===== config.mk =====
export PLATFORM = sky130hd
export DESIGN_NAME = rdbk_serial_slave
export DESIGN_NICKNAME = d
export VERILOG_FILES = /design/src/rtl/rdbk_pkg.sv /design/src/rtl/rdbk_pin_sync.sv /design/src/rtl/rdbk_regfile.sv /design/src/rtl/rdbk_framer.sv /design/src/rtl/rdbk_serial_slave.sv
export SDC_FILE = /design/constraint.sdc
export NUM_CORES = 1
export LEC_CHECK = 0
export ABC_AREA = 1
export ABC_CLOCK_PERIOD_IN_PS = 2100
export BUFFER_PORTS_ARGS = -buffer_cell sky130_fd_sc_hd__buf_2
export CORE_AREA = 3 3 111 134
export DETAILED_ROUTE_END_ITERATION = 16
export DIE_AREA = 0 0 114 137
export SETUP_SLACK_MARGIN = 0.2
export SLEW_MARGIN = 10
export SYNTH_ARGS = -nofsm -noshare
export SYNTH_HDL_FRONTEND = slang
export SYNTH_SLANG_ARGS = --single-unit

===== constraint.sdc =====
create_clock -name clk -period 2.1 [get_ports clk]
set_input_delay 0.42 -clock clk [delete_from_list [all_inputs] [get_ports clk]]
set_output_delay 0.42 -clock clk [all_outputs]
set_load 0.05 [all_outputs]

===== src/rtl/rdbk_pkg.sv =====
package rdbk_pkg;

    localparam int OP_W = 4;

    localparam logic [OP_W-1:0] CODE_NOP     = 4'b0000;
    localparam logic [OP_W-1:0] CODE_RD_REFA = 4'b0001;
    localparam logic [OP_W-1:0] CODE_RD_REFB = 4'b0010;
    localparam logic [OP_W-1:0] CODE_RD_CFG  = 4'b0011;
    localparam logic [OP_W-1:0] CODE_WR_CFG  = 4'b1000;
    localparam logic [OP_W-1:0] CODE_WR_REFA = 4'b1001;
    localparam logic [OP_W-1:0] CODE_WR_REFB = 4'b1010;

    function automatic logic is_rd_code(input logic [OP_W-1:0] code);
        return (code == CODE_RD_CFG) || (code == CODE_RD_REFA) || (code == CODE_RD_REFB);
    endfunction

    function automatic logic is_wr_code(input logic [OP_W-1:0] code);
        return (code == CODE_WR_CFG) || (code == CODE_WR_REFA) || (code == CODE_WR_REFB);
    endfunction

endpackage


===== src/rtl/rdbk_pin_sync.sv =====
module rdbk_pin_sync (
    input  logic clk,
    input  logic rst_n,
    input  logic cs_n,
    input  logic sclk,
    input  logic sdi,
    output logic sclk_fall,
    output logic cs_fall,
    output logic cs_rise,
    output logic sdi_s
);

    typedef struct packed {
        logic cs_q;
        logic cs_p;
        logic sk_q;
        logic sk_p;
        logic sdi_q;
    } pin_st_t;

    pin_st_t st_d, st_q;

    always_comb begin
        st_d       = st_q;
        st_d.cs_q  = cs_n;
        st_d.cs_p  = st_q.cs_q;
        st_d.sk_q  = sclk;
        st_d.sk_p  = st_q.sk_q;
        st_d.sdi_q = sdi;
    end

    always_ff @(posedge clk or negedge rst_n) begin
        if (!rst_n) begin
            st_q <= '{cs_q: 1'b1, cs_p: 1'b1, sk_q: 1'b1, sk_p: 1'b1, sdi_q: 1'b0};
        end else begin
            st_q <= st_d;
        end
    end

    assign sclk_fall = st_q.sk_p & ~st_q.sk_q & ~st_q.cs_q;
    assign cs_fall   = st_q.cs_p & ~st_q.cs_q;
    assign cs_rise   = ~st_q.cs_p & st_q.cs_q;
    assign sdi_s     = st_q.sdi_q;

endmodule


===== src/rtl/rdbk_regfile.sv =====
module rdbk_regfile
    import rdbk_pkg::*;
#(
    parameter int DATA_W  = 16,
    parameter int REF_W   = 9,
    parameter int CFG_RST = 0,
    parameter int REF_RST = 511,
    localparam int CFG_W  = DATA_W - OP_W,
    localparam int PAD_W  = DATA_W - OP_W - REF_W
) (
    input  logic              clk,
    input  logic              rst_n,
    input  logic              wr_en,
    input  logic [DATA_W-1:0] wr_word,
    input  logic [OP_W-1:0]   rd_code,
    output logic [DATA_W-1:0] rd_word,
    output logic [CFG_W-1:0]  cfg_o
);

    typedef struct packed {
        logic [CFG_W-1:0] cfg;
        logic [REF_W-1:0] refa;
        logic [REF_W-1:0] refb;
    } reg_st_t;

    reg_st_t st_d, st_q;

    logic [OP_W-1:0]  wr_code;
    logic [REF_W-1:0] wr_ref;

    assign wr_code = wr_word[DATA_W-1 -: OP_W];
    assign wr_ref  = wr_word[CFG_W-1 -: REF_W];

    always_comb begin
        st_d = st_q;
        if (wr_en) begin
            case (wr_code)
                CODE_WR_CFG:  st_d.cfg  = wr_word[CFG_W-1:0];
                CODE_WR_REFA: st_d.refa = wr_ref;
                CODE_WR_REFB: st_d.refb = wr_ref;
                default:      st_d      = st_q;
            endcase
        end
    end

    always_comb begin
        case (rd_code)
            CODE_RD_CFG:  rd_word = {rd_code, st_q.cfg};
            CODE_RD_REFA: rd_word = {rd_code, st_q.refa, {PAD_W{1'b0}}};
            CODE_RD_REFB: rd_word = {rd_code, st_q.refb, {PAD_W{1'b0}}};
            default:      rd_word = '0;
        endcase
    end

    always_ff @(posedge clk or negedge rst_n) begin
        if (!rst_n) begin
            st_q.cfg  <= CFG_W'(CFG_RST);
            st_q.refa <= REF_W'(REF_RST);
            st_q.refb <= REF_W'(REF_RST);
        end else begin
            st_q <= st_d;
        end
    end

    assign cfg_o = st_q.cfg;

endmodule


===== src/rtl/rdbk_framer.sv =====
module rdbk_framer
    import rdbk_pkg::*;
#(
    parameter int DATA_W    = 16,
    parameter int MIN_EDGES = 48,
    localparam int CNT_W    = $clog2(MIN_EDGES + 1)
) (
    input  logic              clk,
    input  logic              rst_n,
    input  logic              sclk_fall,
    input  logic              cs_fall,
    input  logic              cs_rise,
    input  logic              sdi_s,
    input  logic [DATA_W-1:0] rb_word,
    output logic [OP_W-1:0]   rd_code,
    output logic              wr_en,
    output logic [DATA_W-1:0] wr_word,
    output logic              sdo_a,
    output logic              sdo_b,
    output logic              active_o,
    output logic              rb_frame_o,
    output logic [CNT_W-1:0]  edges_o,
    output logic [DATA_W-1:0] conv_o
);

    localparam logic [CNT_W-1:0] EDGE_MIN  = CNT_W'(MIN_EDGES);
    localparam logic [CNT_W-1:0] EDGE_WORD = CNT_W'(DATA_W);
    localparam int LOW_W = DATA_W - OP_W;

    typedef struct packed {
        logic              active;
        logic              rb_frame;
        logic [CNT_W-1:0]  edges;
        logic [DATA_W-1:0] rx;
        logic [DATA_W-1:0] txa;
        logic [DATA_W-1:0] txb;
        logic              pend;
        logic [OP_W-1:0]   pend_code;
        logic [DATA_W-1:0] conv;
    } fr_st_t;

    fr_st_t st_d, st_q;

    logic [OP_W-1:0]  rx_code;
    logic [LOW_W-1:0] rx_low;
    logic             long_frame;
    logic             full_word;

    assign rx_code    = st_q.rx[DATA_W-1 -: OP_W];
    assign rx_low     = st_q.rx[LOW_W-1:0];
    assign long_frame = st_q.edges >= EDGE_MIN;
    assign full_word  = st_q.edges >= EDGE_WORD;

    always_comb begin
        st_d  = st_q;
        wr_en = 1'b0;
        if (cs_fall) begin
            st_d.active = 1'b1;
            st_d.edges  = '0;
            st_d.rx     = '0;
            if (st_q.pend) begin
                st_d.txa      = rb_word;
                st_d.txb      = '0;
                st_d.rb_frame = 1'b1;
                st_d.pend     = 1'b0;
            end else begin
                st_d.txa      = st_q.conv;
                st_d.txb      = ~st_q.conv;
                st_d.conv     = st_q.conv + 1'b1;
                st_d.rb_frame = 1'b0;
            end
        end else if (cs_rise) begin
            st_d.active    = 1'b0;
            st_d.rb_frame  = 1'b0;
            st_d.txa       = '0;
            st_d.txb       = '0;
            st_d.pend      = long_frame && is_rd_code(rx_code) && (rx_low == '0);
            st_d.pend_code = rx_code;
            wr_en          = full_word && is_wr_code(rx_code);
        end else if (sclk_fall && st_q.active) begin
            if (st_q.edges < EDGE_WORD) begin
                st_d.rx = {st_q.rx[DATA_W-2:0], sdi_s};
            end
            st_d.txa = {st_q.txa[DATA_W-2:0], 1'b0};
            st_d.txb = {st_q.txb[DATA_W-2:0], 1'b0};
            if (st_q.edges != EDGE_MIN) begin
                st_d.edges = st_q.edges + 1'b1;
            end
        end
    end

    always_ff @(posedge clk or negedge rst_n) begin
        if (!rst_n) begin
            st_q <= '0;
        end else begin
            st_q <= st_d;
        end
    end

    assign rd_code    = st_q.pend_code;
    assign wr_word    = st_q.rx;
    assign sdo_a      = st_q.txa[DATA_W-1];
    assign sdo_b      = st_q.txb[DATA_W-1];
    assign active_o   = st_q.active;
    assign rb_frame_o = st_q.rb_frame;
    assign edges_o    = st_q.edges;
    assign conv_o     = st_q.conv;

endmodule


===== src/rtl/rdbk_serial_slave.sv =====
module rdbk_serial_slave
    import rdbk_pkg::*;
#(
    parameter int DATA_W    = 16,
    parameter int REF_W     = 9,
    parameter int MIN_EDGES = 48,
    parameter int CFG_RST   = 0,
    parameter int REF_RST   = 511
) (
    input  logic clk,
    input  logic rst_n,
    input  logic cs_n,
    input  logic sclk,
    input  logic sdi,
    output logic sdo_a,
    output logic sdo_b
);

    localparam int CNT_W = $clog2(MIN_EDGES + 1);
    localparam int CFG_W = DATA_W - OP_W;

    logic              sclk_fall;
    logic              cs_fall;
    logic              cs_rise;
    logic              sdi_s;
    logic [DATA_W-1:0] rb_word;
    logic [OP_W-1:0]   rd_code;
    logic              wr_en;
    logic [DATA_W-1:0] wr_word;
    logic              fr_active;
    logic              fr_rb_frame;
    logic [CNT_W-1:0]  fr_edges;
    logic [DATA_W-1:0] fr_conv;
    logic [CFG_W-1:0]  cfg_cur;

    rdbk_pin_sync u_sync (
        .clk       (clk),
        .rst_n     (rst_n),
        .cs_n      (cs_n),
        .sclk      (sclk),
        .sdi       (sdi),
        .sclk_fall (sclk_fall),
        .cs_fall   (cs_fall),
        .cs_rise   (cs_rise),
        .sdi_s     (sdi_s)
    );

    rdbk_framer #(
        .DATA_W    (DATA_W),
        .MIN_EDGES (MIN_EDGES)
    ) u_framer (
        .clk        (clk),
        .rst_n      (rst_n),
        .sclk_fall  (sclk_fall),
        .cs_fall    (cs_fall),
        .cs_rise    (cs_rise),
        .sdi_s      (sdi_s),
        .rb_word    (rb_word),
        .rd_code    (rd_code),
        .wr_en      (wr_en),
        .wr_word    (wr_word),
        .sdo_a      (sdo_a),
        .sdo_b      (sdo_b),
        .active_o   (fr_active),
        .rb_frame_o (fr_rb_frame),
        .edges_o    (fr_edges),
        .conv_o     (fr_conv)
    );

    rdbk_regfile #(
        .DATA_W  (DATA_W),
        .REF_W   (REF_W),
        .CFG_RST (CFG_RST),
        .REF_RST (REF_RST)
    ) u_regs (
        .clk     (clk),
        .rst_n   (rst_n),
        .wr_en   (wr_en),
        .wr_word (wr_word),
        .rd_code (rd_code),
        .rd_word (rb_word),
        .cfg_o   (cfg_cur)
    );

endmodule


==> key figures <==
Status
  • Outcome: finished, final reports clean

STA
  • Max Freq: 0.5478 GHz
  • Setup repair after global routing missed its margin: yes
  • Count of final setup violators: 0
  • Slew at the pin with the worst max-slew slack: 0.7276 ns
  • Final period demand of the worst path: 1.825 ns
  • Total count of hold-check failures in the final report: 0
  • Tcrit/Tclk final: 86.92%
  • Post-Route Hold Slack: 0.04822 ns
  • Worst clock skew: 0.007709 ns
  • Max-slew headroom: 51.32%
  • TNS Setup: 0 ns
  • Max-slew violation count: 0

Logic synthesis
  • Multiplexer fraction of the synthesized cell area: 0%
  • Netlist cell types: 29
  • Ranking of synthesized cells by instance count: 223 x sky130_fd_sc_hd__nand2_1, 89 x sky130_fd_sc_hd__dfrtp_1, 77 x sky130_fd_sc_hd__o21ai_0
  • Portion of the post-synthesis area used by sequential elements: 51.75%
  • Simple logic cell fraction of the synthesized area: 28.12%
  • Ranking of synthesized cells by area: sky130_fd_sc_hd__dfrtp_1 41%, sky130_fd_sc_hd__nand2_1 15%, sky130_fd_sc_hd__dfstp_2 11%
  • Post-synthesis share of cell area spent on xor and xnor gates: 1.777%
  • Cell count after synthesis: 689
  • Per-instance average area after synthesis: 7.867 µm²
  • Fraction of registers with async set/reset: 100.0%
  • Net count after synthesis: 700
  • Yosys top cell area share: 41.09%
  • Most frequently used flop master after synthesis: sky130_fd_sc_hd__dfrtp_1
  • Count of flip-flops with a built-in enable after synthesis: 0
  • Synthesized-area fraction occupied by ao, oa, aoi and oai cells: 9.718%
  • Combinational family with the most area after synthesis: simple AND/OR/NAND/NOR gates
  • Synthesis warning total: 0
  • Cell area after synthesis: 5420 µm²
  • Post-synthesis sequential element count: 111
  • Synthesized-area fraction occupied by adder cells: 1.385%
  • Most repeated cell in the gate-level netlist after synthesis: sky130_fd_sc_hd__nand2_1
  • Cell type with the highest aggregate area in the netlist: sky130_fd_sc_hd__dfrtp_1

GRT
  • First-pass GRT wire length: 21000 µm
  • Global-route congestion overflow total: 0
  • Largest net degree at the start of global routing: 40
  • Vias in the first global route: 4273
  • Global router's overall resource usage: 16.78%
  • Number of antenna violations at the first check in global routing: 0

Layout
  • Number of diodes: 0
  • Net total in the final layout: 720
  • Fraction of layout instances using a drive strength above 1: 13.31%
  • Area growth syn-to-layout: 14.66%
  • Fill cells: 1323

Worst setup path
  • Worst reg2reg setup slack: 0.27 ns
  • Crit path largest cell delay: 0.56 ns
  • FF-to-FF path depth: 8
  • Required time of the critical path: 2.38 ns
  • Count of buffering cells on the critical path with inverters included: 3
  • Worst endpoint data arrival time: 2.10 ns
  • Top cell family by delay on the critical path: flip-flops
  • Cells traversed along the worst timing path: ha_4 -> inv_2 -> buf_6 -> nor2_4 -> nand4_1 -> nor2_4 -> buf_4 -> xor2_1
  • Category of the worst setup path capture point: flip-flop
  • Most common cell on crit path: sky130_fd_sc_hd__nor2_4
  • Worst r2r dst: u_framer.conv_o[8]$_DFFE_PN0P_
  • Instance count on the critical path: 8
  • CP max FO: 15
  • CP Class: flip-flop to flip-flop
  • Reg2reg start: u_sync.st_q[3]$_DFF_PN1_
  • Cell at the slowest stage of the critical path: sky130_fd_sc_hd__dfstp_2
  • Kind of start point of the critical path: flip-flop

Power
  • Worst VDD drop: 0.6105 mV
  • Standby leakage power: 3.068 nW
  • Power density normalized to cell area: 815.7 nW/µm²

Worst hold path
  • Hold crit path type: input pin to async pin

Floorplanning
  • Horizontal extent of the die: 114 µm
  • Die area: 15620 µm²
  • FP Rows: 47
  • Floorplan Core Area: 13760 µm²
  • Starting density of the core: 39.39%
  • Die Y: 137 µm
  • Boundary pin count: 7

Detailed routing
  • Vias/cell: 5.052
  • Violation count after the first detailed-routing iteration: 356
  • Per-cell routed wire length: 13.97 µm
  • Post-route antenna net violation count: 0
  • Aggregate routed wire length: 12360 µm
  • Number of search-and-repair iterations in the first detailed-routing pass: 5
  • Routed via count: 4471
  • Post-route DRC: 0

Clock network
  • Total clock sinks: 111
  • Maximum level of the CTS H-tree: 3
  • Clock edge transition at the registers on the reported setup and hold paths: 0.07 ns
  • Hold buffer count at CTS: 0
  • Clock tree buffer depth: 2
  • Later-pin clock latency in the skew report: 0.36 ns
  • TritonCTS clock tree: yes
  • CTS buffer count: 9
  • Clock root cell: sky130_fd_sc_hd__clkbuf_16

Place
  • Post-detail-place hpwl: 8641 µm
  • Count of buffers from port buffering: 6
  • Global placement routability congestion: 0.8253

Flow run
  • Number of max-cap violations: 0
## placed cells by master (no fill, tap or decap), types with 4 or more instances in the layout
cell type,Yosys,final
sky130_fd_sc_hd__o21ai_0,77,77
sky130_fd_sc_hd__dfstp_2,22,22
sky130_fd_sc_hd__clkbuf_16,0,10
sky130_fd_sc_hd__nand3_1,59,55
sky130_fd_sc_hd__nor2_1,57,56
sky130_fd_sc_hd__nand2_2,1,4
sky130_fd_sc_hd__inv_1,71,70
sky130_fd_sc_hd__nor2_4,4,5
sky130_fd_sc_hd__xnor2_1,5,5
sky130_fd_sc_hd__buf_2,14,5
sky130_fd_sc_hd__ha_1,6,4
sky130_fd_sc_hd__nor3_1,5,5
sky130_fd_sc_hd__buf_12,0,5
sky130_fd_sc_hd__o22ai_1,17,16
sky130_fd_sc_hd__nand3_2,1,5
sky130_fd_sc_hd__xor2_1,6,6
sky130_fd_sc_hd__buf_4,0,20
sky130_fd_sc_hd__nand2_1,223,220
sky130_fd_sc_hd__nand4_1,8,8
sky130_fd_sc_hd__dfrtp_1,89,89
## worst register-to-register path, stage by stage (launching register included)
cell and delay [ns]:
sky130_fd_sc_hd__dfstp_2 0.56, sky130_fd_sc_hd__ha_4 0.17, sky130_fd_sc_hd__inv_2 0.04, sky130_fd_sc_hd__buf_6 0.15
sky130_fd_sc_hd__nor2_4 0.15, sky130_fd_sc_hd__nand4_1 0.15, sky130_fd_sc_hd__nor2_4 0.23, sky130_fd_sc_hd__buf_4 0.16
sky130_fd_sc_hd__xor2_1 0.13
## state kept, by name (all words and copies together) (netlist names), 2 cells and up
register and flops:
u_framer.conv_o 16, u_framer.rd_code 4, u_sync.st_d 2, u_framer.edges_o 6, u_regs.cfg_o 12, u_regs.st_q 18, u_sync.st_q 2, u_framer.wr_word 16
u_framer.st_q 31
## kinds of logic (layout without fill, tap and decap cells)
kind of cell | after synthesis | after routing
buffers and inverters | 98 | 123
AO/OA/AOI/OAI | 100 | 100
AND/OR/NAND/NOR | 363 | 363
adder cells (fa/ha/maj) | 6 | 6
XOR/XNOR | 11 | 11
flip-flops | 111 | 111
## report_power, final
part | switching [mW] | total, mW | internal [mW]
Clock | 0.789 | 1.79 | 0.996
Combinational | 0.450 | 0.731 | 0.282
Sequential | 0.187 | 2.55 | 2.37
Total | 1.43 | 5.07 | 3.64
## stage by stage
step                      area (µm²)  power (mW)  worst slack (ns)  instances  utilization (%)
final                           6215       5.069            0.2746        885            45.16
after global routing            6215       5.349            0.1265        885            45.16
after detailed placement        5732       3.291           0.01710        861            41.65
after floorplan                 5420       3.041            0.3899        689                -
after global placement          5732       3.263            0.1226        861            41.65
after CTS                       6096       5.096            0.2186        881            44.30
## worst max path at each step
stage	slack, ns	from	to
floorplan	0.39	u_sync.st_d[3]$_DFF_PN1_	u_regs.cfg_o[2]$_DFFE_PN0P_
global placement	0.12	u_sync.st_q[3]$_DFF_PN1_	u_framer.wr_word[8]$_DFFE_PN0P_
detailed placement	0.02	u_sync.st_q[3]$_DFF_PN1_	u_framer.wr_word[2]$_DFFE_PN0P_
CTS	0.22	u_sync.st_d[3]$_DFF_PN1_	u_framer.st_q[39]$_DFFE_PN0P_
global route	0.13	u_sync.st_d[3]$_DFF_PN1_	u_regs.st_q[2]$_DFFE_PN1P_
finish	0.27	u_sync.st_q[3]$_DFF_PN1_	u_framer.conv_o[8]$_DFFE_PN0P_
## timing repair
item,CTS,global route
pin swaps,3,3
setup endpoints to repair,47,63
cloned,0,1
buffers inserted,4,3
gates resized for setup,5,16
## metal layers
layer	wire length, µm	vias up	GRT usage [%]
li1	-	2238	-
met1	5616	2157	21.75
met2	6213	58	27.83
met3	316	18	3.052
met4	215	0	6.535
met5	0	-	0
## final cells by class
cell class	instances	area, µm²	area share (%)
sequential	111	2805	45.14
multi-input combinational	480	2286	36.78
timing repair buffer	33	322.8	5.194
inverter	74	277.8	4.469
clock buffer	12	256.5	4.127
tap	171	214.0	3.443
clock inverter	4	52.55	0.8456
Note: power is estimated with default switching activity, not from simulation.
